**config.mk**
```make
export PLATFORM = sky130hd
export DESIGN_NAME = tmr_chan_clkclr
export DESIGN_NICKNAME = d
export VERILOG_FILES = /design/src/rtl/tmr_chan_pkg.sv /design/src/rtl/tmr_prescale.sv /design/src/rtl/tmr_edge_qual.sv /design/src/rtl/tmr_gr_unit.sv /design/src/rtl/tmr_chan_clkclr.sv
export SDC_FILE = /design/constraint.sdc
export NUM_CORES = 1
export LEC_CHECK = 0
export BUFFER_PORTS_ARGS = -buffer_cell sky130_fd_sc_hd__buf_2
export CAP_MARGIN = 30
export CORE_UTILIZATION = 53
export DETAILED_ROUTE_END_ITERATION = 8
export PLACE_DENSITY = 0.9
export RECOVER_POWER = 25
export SLEW_MARGIN = 30
export SYNTH_ARGS = -nofsm -noshare
export SYNTH_HDL_FRONTEND = slang
export SYNTH_SLANG_ARGS = --single-unit
```
**constraint.sdc**
```tcl
create_clock -name clk -period 2.8 [get_ports clk]
set_clock_uncertainty 0.05 [all_clocks]
set_input_delay 0 -clock clk [delete_from_list [all_inputs] [get_ports clk]]
set_output_delay 0 -clock clk [all_outputs]
set_load 0.01 [all_outputs]
```
**src/rtl/tmr_chan_pkg.sv**
```systemverilog
package tmr_chan_pkg;

    typedef enum logic [1:0] {
        CLR_NONE = 2'b00,
        CLR_GRA  = 2'b01,
        CLR_GRB  = 2'b10,
        CLR_SYNC = 2'b11
    } clr_sel_e;

    typedef enum logic [1:0] {
        EDG_RISE     = 2'b00,
        EDG_FALL     = 2'b01,
        EDG_BOTH     = 2'b10,
        EDG_BOTH_ALT = 2'b11
    } edge_sel_e;

    typedef enum logic {
        LVL_LO = 1'b0,
        LVL_HI = 1'b1
    } lvl_state_e;

    typedef struct packed {
        clr_sel_e  clr;
        edge_sel_e edg;
        logic [2:0] src;
    } ctl_t;

endpackage

```
**src/rtl/tmr_prescale.sv**
```systemverilog
module tmr_prescale #(
    parameter int N_TAPS = 4
) (
    input  logic              clk,
    input  logic              rst_n,
    output logic [N_TAPS-1:0] tick
);
    localparam int PW = (N_TAPS > 1) ? N_TAPS - 1 : 1;

    logic [PW-1:0] pdiv_q;

    always_ff @(posedge clk or negedge rst_n) begin
        if (!rst_n) pdiv_q <= '0;
        else        pdiv_q <= pdiv_q + 1'b1;
    end

    assign tick[0] = 1'b1;

    generate
        for (genvar k = 1; k < N_TAPS; k++) begin : g_tap
            assign tick[k] = &pdiv_q[k-1:0];
        end
    endgenerate

endmodule

```
**src/rtl/tmr_edge_qual.sv**
```systemverilog
module tmr_edge_qual
    import tmr_chan_pkg::*;
#(
    parameter int SYNC_STAGES = 2
) (
    input  logic      clk,
    input  logic      rst_n,
    input  logic      pin,
    input  edge_sel_e mode,
    output logic      evt
);
    logic [SYNC_STAGES-1:0] sync_q;
    logic                   lvl;
    lvl_state_e             state_q, state_d;
    logic                   rise, fall;

    always_ff @(posedge clk or negedge rst_n) begin
        if (!rst_n) sync_q <= '0;
        else        sync_q <= {sync_q[SYNC_STAGES-2:0], pin};
    end

    assign lvl = sync_q[SYNC_STAGES-1];

    // state register
    always_ff @(posedge clk or negedge rst_n) begin
        if (!rst_n) state_q <= LVL_LO;
        else        state_q <= state_d;
    end

    // next state and outputs
    always_comb begin
        state_d = state_q;
        rise    = 1'b0;
        fall    = 1'b0;
        unique case (state_q)
            LVL_LO: if (lvl) begin
                state_d = LVL_HI;
                rise    = 1'b1;
            end
            LVL_HI: if (!lvl) begin
                state_d = LVL_LO;
                fall    = 1'b1;
            end
        endcase
    end

    always_comb begin
        unique case (mode)
            EDG_RISE:     evt = rise;
            EDG_FALL:     evt = fall;
            EDG_BOTH,
            EDG_BOTH_ALT: evt = rise | fall;
        endcase
    end

endmodule

```
**src/rtl/tmr_gr_unit.sv**
```systemverilog
module tmr_gr_unit #(
    parameter int CNT_W = 16
) (
    input  logic             clk,
    input  logic             rst_n,
    input  logic             wr_en,
    input  logic [CNT_W-1:0] wr_data,
    input  logic             cap_mode,
    input  logic             cap_evt,
    input  logic [CNT_W-1:0] cnt,
    output logic [CNT_W-1:0] gr_q,
    output logic             match,
    output logic             clr_evt
);
    always_ff @(posedge clk or negedge rst_n) begin
        if (!rst_n)                  gr_q <= '1;
        else if (cap_mode && cap_evt) gr_q <= cnt;
        else if (wr_en)              gr_q <= wr_data;
    end

    assign match   = !cap_mode && (cnt == gr_q);
    assign clr_evt = cap_mode ? cap_evt : match;

endmodule

```
**src/rtl/tmr_chan_clkclr.sv**
```systemverilog
module tmr_chan_clkclr
    import tmr_chan_pkg::*;
#(
    parameter int CNT_W       = 16,
    parameter int SYNC_STAGES = 2
) (
    input  logic             clk,
    input  logic             rst_n,
    input  logic             ctl_we,
    input  logic [6:0]       ctl_wdata,
    output logic [6:0]       ctl_q,
    input  logic [1:0]       gr_we,
    input  logic [CNT_W-1:0] gr_wdata,
    input  logic [1:0]       gr_is_cap,
    input  logic [1:0]       cap_in,
    input  logic [3:0]       ext_clk,
    input  logic             phase_mode,
    input  logic             phase_step,
    input  logic             sync_clr,
    output logic [CNT_W-1:0] cnt_q,
    output logic [CNT_W-1:0] gra_q,
    output logic [CNT_W-1:0] grb_q,
    output logic [1:0]       cmp_match,
    output logic             ovf
);
    localparam int N_TAPS = 4;
    localparam int N_EXT  = 4;
    localparam int N_GR   = 2;

    ctl_t                ctl_r;
    logic [N_TAPS-1:0]   tick;
    logic [N_EXT-1:0]    ext_evt;
    logic [N_GR-1:0]     cap_evt;
    logic [N_GR-1:0]     gr_clr;
    logic [CNT_W-1:0]    gr_val [N_GR];
    logic                src_evt, cnt_en, clr;
    logic [CNT_W-1:0]    cnt_d;
    logic                ovf_d;

    // control word
    always_ff @(posedge clk or negedge rst_n) begin
        if (!rst_n)      ctl_r <= '0;
        else if (ctl_we) ctl_r <= ctl_t'(ctl_wdata);
    end
    assign ctl_q = ctl_r;

    tmr_prescale #(.N_TAPS(N_TAPS)) u_pre (
        .clk   (clk),
        .rst_n (rst_n),
        .tick  (tick)
    );

    generate
        for (genvar e = 0; e < N_EXT; e++) begin : g_ext
            tmr_edge_qual #(.SYNC_STAGES(SYNC_STAGES)) u_eq (
                .clk   (clk),
                .rst_n (rst_n),
                .pin   (ext_clk[e]),
                .mode  (ctl_r.edg),
                .evt   (ext_evt[e])
            );
        end
        for (genvar g = 0; g < N_GR; g++) begin : g_gr
            tmr_edge_qual #(.SYNC_STAGES(SYNC_STAGES)) u_cap (
                .clk   (clk),
                .rst_n (rst_n),
                .pin   (cap_in[g]),
                .mode  (EDG_RISE),
                .evt   (cap_evt[g])
            );
            tmr_gr_unit #(.CNT_W(CNT_W)) u_gr (
                .clk      (clk),
                .rst_n    (rst_n),
                .wr_en    (gr_we[g]),
                .wr_data  (gr_wdata),
                .cap_mode (gr_is_cap[g]),
                .cap_evt  (cap_evt[g]),
                .cnt      (cnt_q),
                .gr_q     (gr_val[g]),
                .match    (cmp_match[g]),
                .clr_evt  (gr_clr[g])
            );
        end
    endgenerate

    assign gra_q = gr_val[0];
    assign grb_q = gr_val[1];

    // count source: internal tap or qualified pin, phase steps override
    assign src_evt = ctl_r.src[2] ? ext_evt[ctl_r.src[1:0]] : tick[ctl_r.src[1:0]];
    assign cnt_en  = phase_mode ? phase_step : src_evt;

    always_comb begin
        unique case (ctl_r.clr)
            CLR_NONE: clr = 1'b0;
            CLR_GRA:  clr = gr_clr[0];
            CLR_GRB:  clr = gr_clr[1];
            CLR_SYNC: clr = sync_clr;
        endcase
    end

    always_comb begin
        cnt_d = cnt_q;
        ovf_d = 1'b0;
        if (clr) begin
            cnt_d = '0;
        end else if (cnt_en) begin
            cnt_d = cnt_q + 1'b1;
            ovf_d = &cnt_q;
        end
    end

    always_ff @(posedge clk or negedge rst_n) begin
        if (!rst_n) begin
            cnt_q <= '0;
            ovf   <= 1'b0;
        end else begin
            cnt_q <= cnt_d;
            ovf   <= ovf_d;
        end
    end

endmodule

```
==> impl_metrics.env, run 1 <==
export IMPL_run_status="finished, violations left"
export IMPL_violations="capacitance limit, slew limit"
export IMPL_cp_cell_sequence="xor2_1 > nor4_1 > nand4_1 > o311ai_0 > a32o_1 > buf_4 > a21oi_1"
export IMPL_core_um2=7210
export IMPL_row_count=31
export IMPL_cts_max_level=3
export IMPL_p_leak_nw=2.45
export IMPL_drt_first_pass_iters=5
export IMPL_final_hold_viol_count=0
export IMPL_grt_max_degree=33
export IMPL_fin_nets=545
export IMPL_insertion_delay_ps=350
export IMPL_whs_ps=4.48
export IMPL_synthFlopType="dfrtp_1"
export IMPL_layout_common_cells="buf_2, a21oi_1, dfrtp_1"
export IMPL_grt_overflow_total=0
export IMPL_dieWidth_um=88.2
export IMPL_critPathKind="flop to flop"
export IMPL_max_cap_violations=1
export IMPL_syn_inst=376
export IMPL_tns_ps=0
export IMPL_cp_num_buf_inv=1
export IMPL_hp_class="input pin to flop"
export IMPL_finalMaxSlewViolations=29
export IMPL_start_kind="flop"
export IMPL_min_period_over_period_pct=95.8
export IMPL_die_area_um2=7780
export IMPL_cts_num_sinks=77
export IMPL_ys_async_sr_fraction_pct=100
export IMPL_drt_iter0_drc=237
export IMPL_layout_commonest_cell="buf_2"
export IMPL_drive_gt1_share_pct=31.6
export IMPL_dp_cells=547
export IMPL_vdd_drop_max_v=0.000284
export IMPL_tightest_slew_ps=1560
export IMPL_via_count=3357
export IMPL_crit_family="compound AO/OA/AOI/OAI gates"
export IMPL_avgSynthCellArea_um2=10.5
export IMPL_routed_wl_um=10100
export IMPL_max_slew_margin_pct=-4.00
export IMPL_clockRootBuffer="clkbuf_8"
export IMPL_via_per_inst=5.60
export IMPL_grt_first_pass_wirelength_um=15600
export IMPL_cts_tree="yes"
export IMPL_grt_usage_pct=26.8
export IMPL_final_setup_viol_count=0
export IMPL_p_total_mw=2.82
export IMPL_drc_errors=0
export IMPL_ant_nets=0
export IMPL_arrival_ps=2850
export IMPL_n_fill_cell=530
export IMPL_routedWlPerCell_um=16.9
export IMPL_critical_path_max_stage_delay_ps=510
export IMPL_final_cell_count_no_fill=599
export IMPL_placement_io_buffers=96
export IMPL_critPathSlowestCell="dfrtp_1"
export IMPL_clk_pin_slew_ps=80
export IMPL_rsz0062_at_grt="false"
export IMPL_num_io_pins=97
export IMPL_cts_resized=0
export IMPL_place_hpwl_um=6840
export IMPL_area_growth_pct=26.2
export IMPL_die_h_um=88.2
export IMPL_cts_made_buffers=9
export IMPL_initial_core_util_pct=54.6
export IMPL_diodes=0
export IMPL_final_util_pct=68.9
export IMPL_end_kind="flop"
export IMPL_synth_seq_cells=77
export IMPL_syn_nets=426
export IMPL_crit_required_ps=2970
export IMPL_path_max_fanout=10
export IMPL_power_density_nw_per_um2=567
export IMPL_yosys_warnings=0
export IMPL_fmax_ghz=0.373
export IMPL_clk_path_buf_depth=2
export IMPL_synth_area_um2=3940
export IMPL_grt_pass1_vias=3134
export IMPL_post_route_min_period_ps=2680
export IMPL_ys_seq_area_share_pct=49.9
export IMPL_synth_cell_types=44
export IMPL_synth_enable_flop_cells=0
export IMPL_antenna_found_initial=0
export IMPL_place_gp_congestion=0.830
[per-layer routing]
layer  vias to the layer above  wire length (um)  global-route usage [%]
li1                       1538                 -                       -
met1                      1642              4180                    34.6
met3                        29               575                    5.18
met2                       148              5070                    44.5
met5                         -                 0                       0
met4                         0               283                    10.7
[cell usage after synthesis, types with 2 or more instances]
cell type,n,area [um^2]
nand4_1,4,25.0
buf_2,6,30.0
dfrtp_1,45,1130
inv_1,12,45.0
nand2_1,14,52.6
nand3b_1,2,15.0
nor3_1,5,25.0
a21oi_1,45,225
mux2_2,6,67.6
buf_4,3,22.5
clkbuf_1,21,78.8
nor4_1,7,43.8
dfstp_2,32,841
buf_6,3,33.8
or3_1,12,75.1
ha_1,11,138
o21ai_0,11,55.1
nor2_1,37,139
mux2i_1,36,360
or4_1,2,15.0
xor2_1,33,289
o31ai_1,3,22.5
a211oi_1,2,15.0
nand3_1,4,20.0
[path summary, 6_finish.rpt]
kind | from | slack [ps] | depth (start not counted) | endpoint
max | cnt_q[2] | 120 | 7 | cnt_q[11]
min | ctl_we | 4 | 2 | ctl_q[4]
max reg2reg | cnt_q[2] | 120 | 7 | cnt_q[11]
min reg2reg | g_ext[2].u_eq.sync_q[0] | 300 | 0 | g_ext[2].u_eq.sync_q[1]
max in group asynchronous | rst_n | 1030 | 3 | g_gr[0].u_gr.gr_q[7]
min in group asynchronous | rst_n | 510 | 2 | g_gr[0].u_cap.state_q
[flip-flops by register name (all words and copies together) (netlist names)]
signal	cells
g_gr.u_cap.state_q	2
ctl_q	7
g_ext.u_eq.sync_q	8
g_gr.u_cap.sync_q	4
ovf	1
g_ext.u_eq.state_q	4
g_gr.u_gr.gr_q	32
cnt_q	16
u_pre.pdiv_q	3
[power by group]
group,total [mW],internal (mW),switching (mW)
sequential,1.45,1.28,0.172
combinational,0.624,0.297,0.327
clock,0.739,0.344,0.395
[stage by stage]
step | worst slack (ps) | area, um^2
6_report | 117 | 4970
5_1_grt | 52.1 | 4970
4_1_cts | 173 | 4980
3_5_place_dp | 194 | 4450
3_3_place_gp | 277 | 4450
2_1_floorplan | 674 | 3940
[cell families after synthesis]
group,Yosys count,synth area share (%)
AO/OA/AOI/OAI,69,9.97
buffers and inverters,46,5.46
XOR/XNOR,33,7.34
AND/OR/NAND/NOR,96,12.0
adder cells (fa/ha/maj),11,3.49
flip-flops,77,49.9
multiplexers,44,11.8
[area by class of cell]
| type | count | area (um^2) | share of cell area, % |
|---|---|---|---|
| clock buffers | 12 | 145 | 2.92 |
| clock inverters | 4 | 25.0 | 0.503 |
| inverters | 12 | 45.0 | 0.906 |
| multi-input cells | 253 | 1760 | 35.3 |
| flip-flops and latches | 77 | 1970 | 39.6 |
| well taps | 99 | 124 | 2.49 |
| repair buffers | 142 | 908 | 18.3 |
[repair_timing]
| action | CTS | global route |
|---|---|---|
| setup buffers | 0 | 0 |
| hold buffers | 36 | 0 |
| endpoints found under the hold margin | 66 | 0 |
No activity file was read; power rests on OpenSTA's default activity.
==> run 2: changes to the inputs <==
--- a/config.mk
+++ b/config.mk
@@ -5,12 +5,14 @@
 export SDC_FILE = /design/constraint.sdc
 export NUM_CORES = 1
 export LEC_CHECK = 0
+export ABC_AREA = 1
 export BUFFER_PORTS_ARGS = -buffer_cell sky130_fd_sc_hd__buf_2
 export CAP_MARGIN = 30
-export CORE_UTILIZATION = 53
+export CORE_UTILIZATION = 55
 export DETAILED_ROUTE_END_ITERATION = 8
-export PLACE_DENSITY = 0.9
+export PLACE_DENSITY = 0.92
 export RECOVER_POWER = 25
+export SETUP_SLACK_MARGIN = 0.05
 export SLEW_MARGIN = 30
 export SYNTH_ARGS = -nofsm -noshare
 export SYNTH_HDL_FRONTEND = slang
==> impl_metrics.env, run 2 <==
export IMPL_min_period_over_period_pct=75.9
export IMPL_critPathSlowestCell="dfrtp_1"
export IMPL_p_leak_nw=2.69
export IMPL_tightest_slew_ps=1880
export IMPL_postCtsSetupBuffers=0
export IMPL_clk_path_buf_depth=2
export IMPL_tns_ps=0
export IMPL_final_setup_viol_count=0
export IMPL_cts_made_buffers=9
export IMPL_ant_nets=0
export IMPL_cts_resized=0
export IMPL_ys_top_cells_by_count="nand2_1, inv_1, nand3_1"
export IMPL_synth_top_cell_area_share_pct=25.9
export IMPL_fmax_ghz=0.470
export IMPL_synth_seq_cells=77
export IMPL_violations="capacitance limit, slew limit"
export IMPL_die_h_um=91.0
export IMPL_reg_largest_list="g_gr.u_gr.gr_q: 32 flops, cnt_q: 16 flops, g_ext.u_eq.sync_q: 8 flops"
export IMPL_grt_max_degree=78
export IMPL_arrival_ps=2380
export IMPL_final_area_um2=5410
export IMPL_initial_core_util_pct=56.6
export IMPL_place_area_um2=4810
export IMPL_whs_ps=48.5
export IMPL_max_slew_margin_pct=-25.5
export IMPL_grt_first_pass_wirelength_um=21200
export IMPL_die_area_um2=8270
export IMPL_fin_nets=691
export IMPL_grt_overflow_total=0
export IMPL_layout_common_cells="nand2_1, buf_2, inv_1"
export IMPL_insertion_delay_ps=370
export IMPL_via_per_inst=5.87
export IMPL_cts_num_sinks=77
export IMPL_power_density_nw_per_um2=526
export IMPL_post_route_min_period_ps=2130
export IMPL_critical_path_max_stage_delay_ps=600
export IMPL_drt_iter0_drc=452
export IMPL_rsz0062_at_grt="false"
export IMPL_place_hpwl_um=8320
export IMPL_layout_commonest_cell="nand2_1"
export IMPL_avgSynthCellArea_um2=8.43
export IMPL_num_io_pins=97
export IMPL_drive_gt1_share_pct=26.9
export IMPL_crit_required_ps=3050
export IMPL_ys_seq_area_share_pct=45.2
export IMPL_row_count=32
export IMPL_ys_async_sr_fraction_pct=100
export IMPL_critPathKind="flop to flop"
export IMPL_dp_cells=689
export IMPL_via_count=4388
export IMPL_final_hold_viol_count=0
export IMPL_placement_io_buffers=96
export IMPL_n_fill_cell=564
export IMPL_run_status="finished, violations left"
export IMPL_cpMostUsedCell="nand2_1"
export IMPL_cts_tree="yes"
export IMPL_antenna_found_initial=0
export IMPL_path_max_fanout=8
export IMPL_area_growth_pct=24.4
export IMPL_clk_pin_slew_ps=100
export IMPL_cts_max_level=3
export IMPL_place_ws_ps=781
export IMPL_core_um2=7690
export IMPL_dieWidth_um=91.0
export IMPL_grt_pass1_vias=4375
export IMPL_synth_area_um2=4350
export IMPL_grt_usage_pct=32.8
export IMPL_synthFlopType="dfrtp_1"
export IMPL_multi_input_area_um2=1940
export IMPL_routed_wl_um=12900
export IMPL_max_cap_violations=1
export IMPL_end_kind="flop"
export IMPL_drt_first_pass_iters=8
export IMPL_final_cell_count_no_fill=748
export IMPL_regArea_um2=1970
export IMPL_synth_most_common_cell="nand2_1"
export IMPL_syn_nets=566
export IMPL_yosys_area_top_type="dfrtp_1"
export IMPL_ctsHoldBuffers=43
export IMPL_cp_cell_sequence="ha_1 > nand2_1 > nor2_1 > nand2_1 > nor2_2 > nand3_1 > xor2_1 > nand4_1 > nand2_1"
export IMPL_cp_num_buf_inv=0
export IMPL_finalMaxSlewViolations=78
export IMPL_clockRootBuffer="clkbuf_8"
export IMPL_routedWlPerCell_um=17.3
export IMPL_hp_class="input pin to flop"
export IMPL_synth_cell_types=37
export IMPL_setup_slack_ps=674
export IMPL_ys_top_cells_by_area="dfrtp_1, dfstp_2, nand2_1"
export IMPL_vdd_drop_max_v=0.000321
export IMPL_yosys_warnings=0
export IMPL_syn_inst=516
export IMPL_diodes=0
export IMPL_start_kind="flop"
export IMPL_top_register="g_gr.u_gr.gr_q"
export IMPL_largest_reg_flops=32
export IMPL_synth_enable_flop_cells=0
export IMPL_crit_family="simple AND/OR/NAND/NOR gates"
export IMPL_place_gp_congestion=0.975
export IMPL_drc_errors=0
==> run 2: logic make-up after synthesis <==
family,synth area share [%]
simple gates,28.6
buf+inv,10.2
flops,45.2
compound gates,9.14
xor+xnor,3.42
fa+ha+maj,3.16
mux,0.259
==> run 2: metal layers <==
layer	vias to the layer above	track usage, %	part of all wire, %
met4	0	18.7	4.9
li1	1981	-	-
met2	284	52.6	48
met3	70	7.04	9.3
met5	-	0	0
met1	2053	41.1	38
==> run 2: tightest hold or removal path, stage by stage <==
cell,delay [ps]
buf_2,230
nand3_1,140
o211ai_1,80
==> run 2: metrics by stage <==
step                power [mW]  util, %
finish                    2.85     70.4
global route              2.98     70.4
CTS                       2.80     70.4
detailed placement        1.99     62.6
global placement          1.96     62.6
floorplan                 1.75        -
==> run 2: final cells by class <==
cell class                      instances  area share, %
Sequential cell                        77           36.3
Multi-Input combinational cell        337           35.9
Timing Repair Buffer                  140           16.9
Inverter                               76           5.27
Tap cell                              102           2.36
Clock buffer                            9           2.29
Clock inverter                          7          0.925
==> run 2: final timing paths <==
kind / from / endpoint / slack [ps] / cells after the start
min: gr_we[0] / g_gr[0].u_gr.gr_q[1] / 50 / 3
max in group asynchronous: rst_n / cnt_q[15] / 940 / 2
max: cnt_q[0] / cnt_q[14] / 670 / 9
max reg2reg: cnt_q[0] / cnt_q[14] / 670 / 9
min in group asynchronous: rst_n / ctl_q[6] / 620 / 2
min reg2reg: g_ext[0].u_eq.sync_q[0] / g_ext[0].u_eq.sync_q[1] / 290 / 0
==> run 2: power by group <==
part / internal [mW] / total [mW] / switching [mW]
clock: 0.327 / 0.784 / 0.458
combinational: 0.273 / 0.690 / 0.417
sequential: 1.25 / 1.37 / 0.128
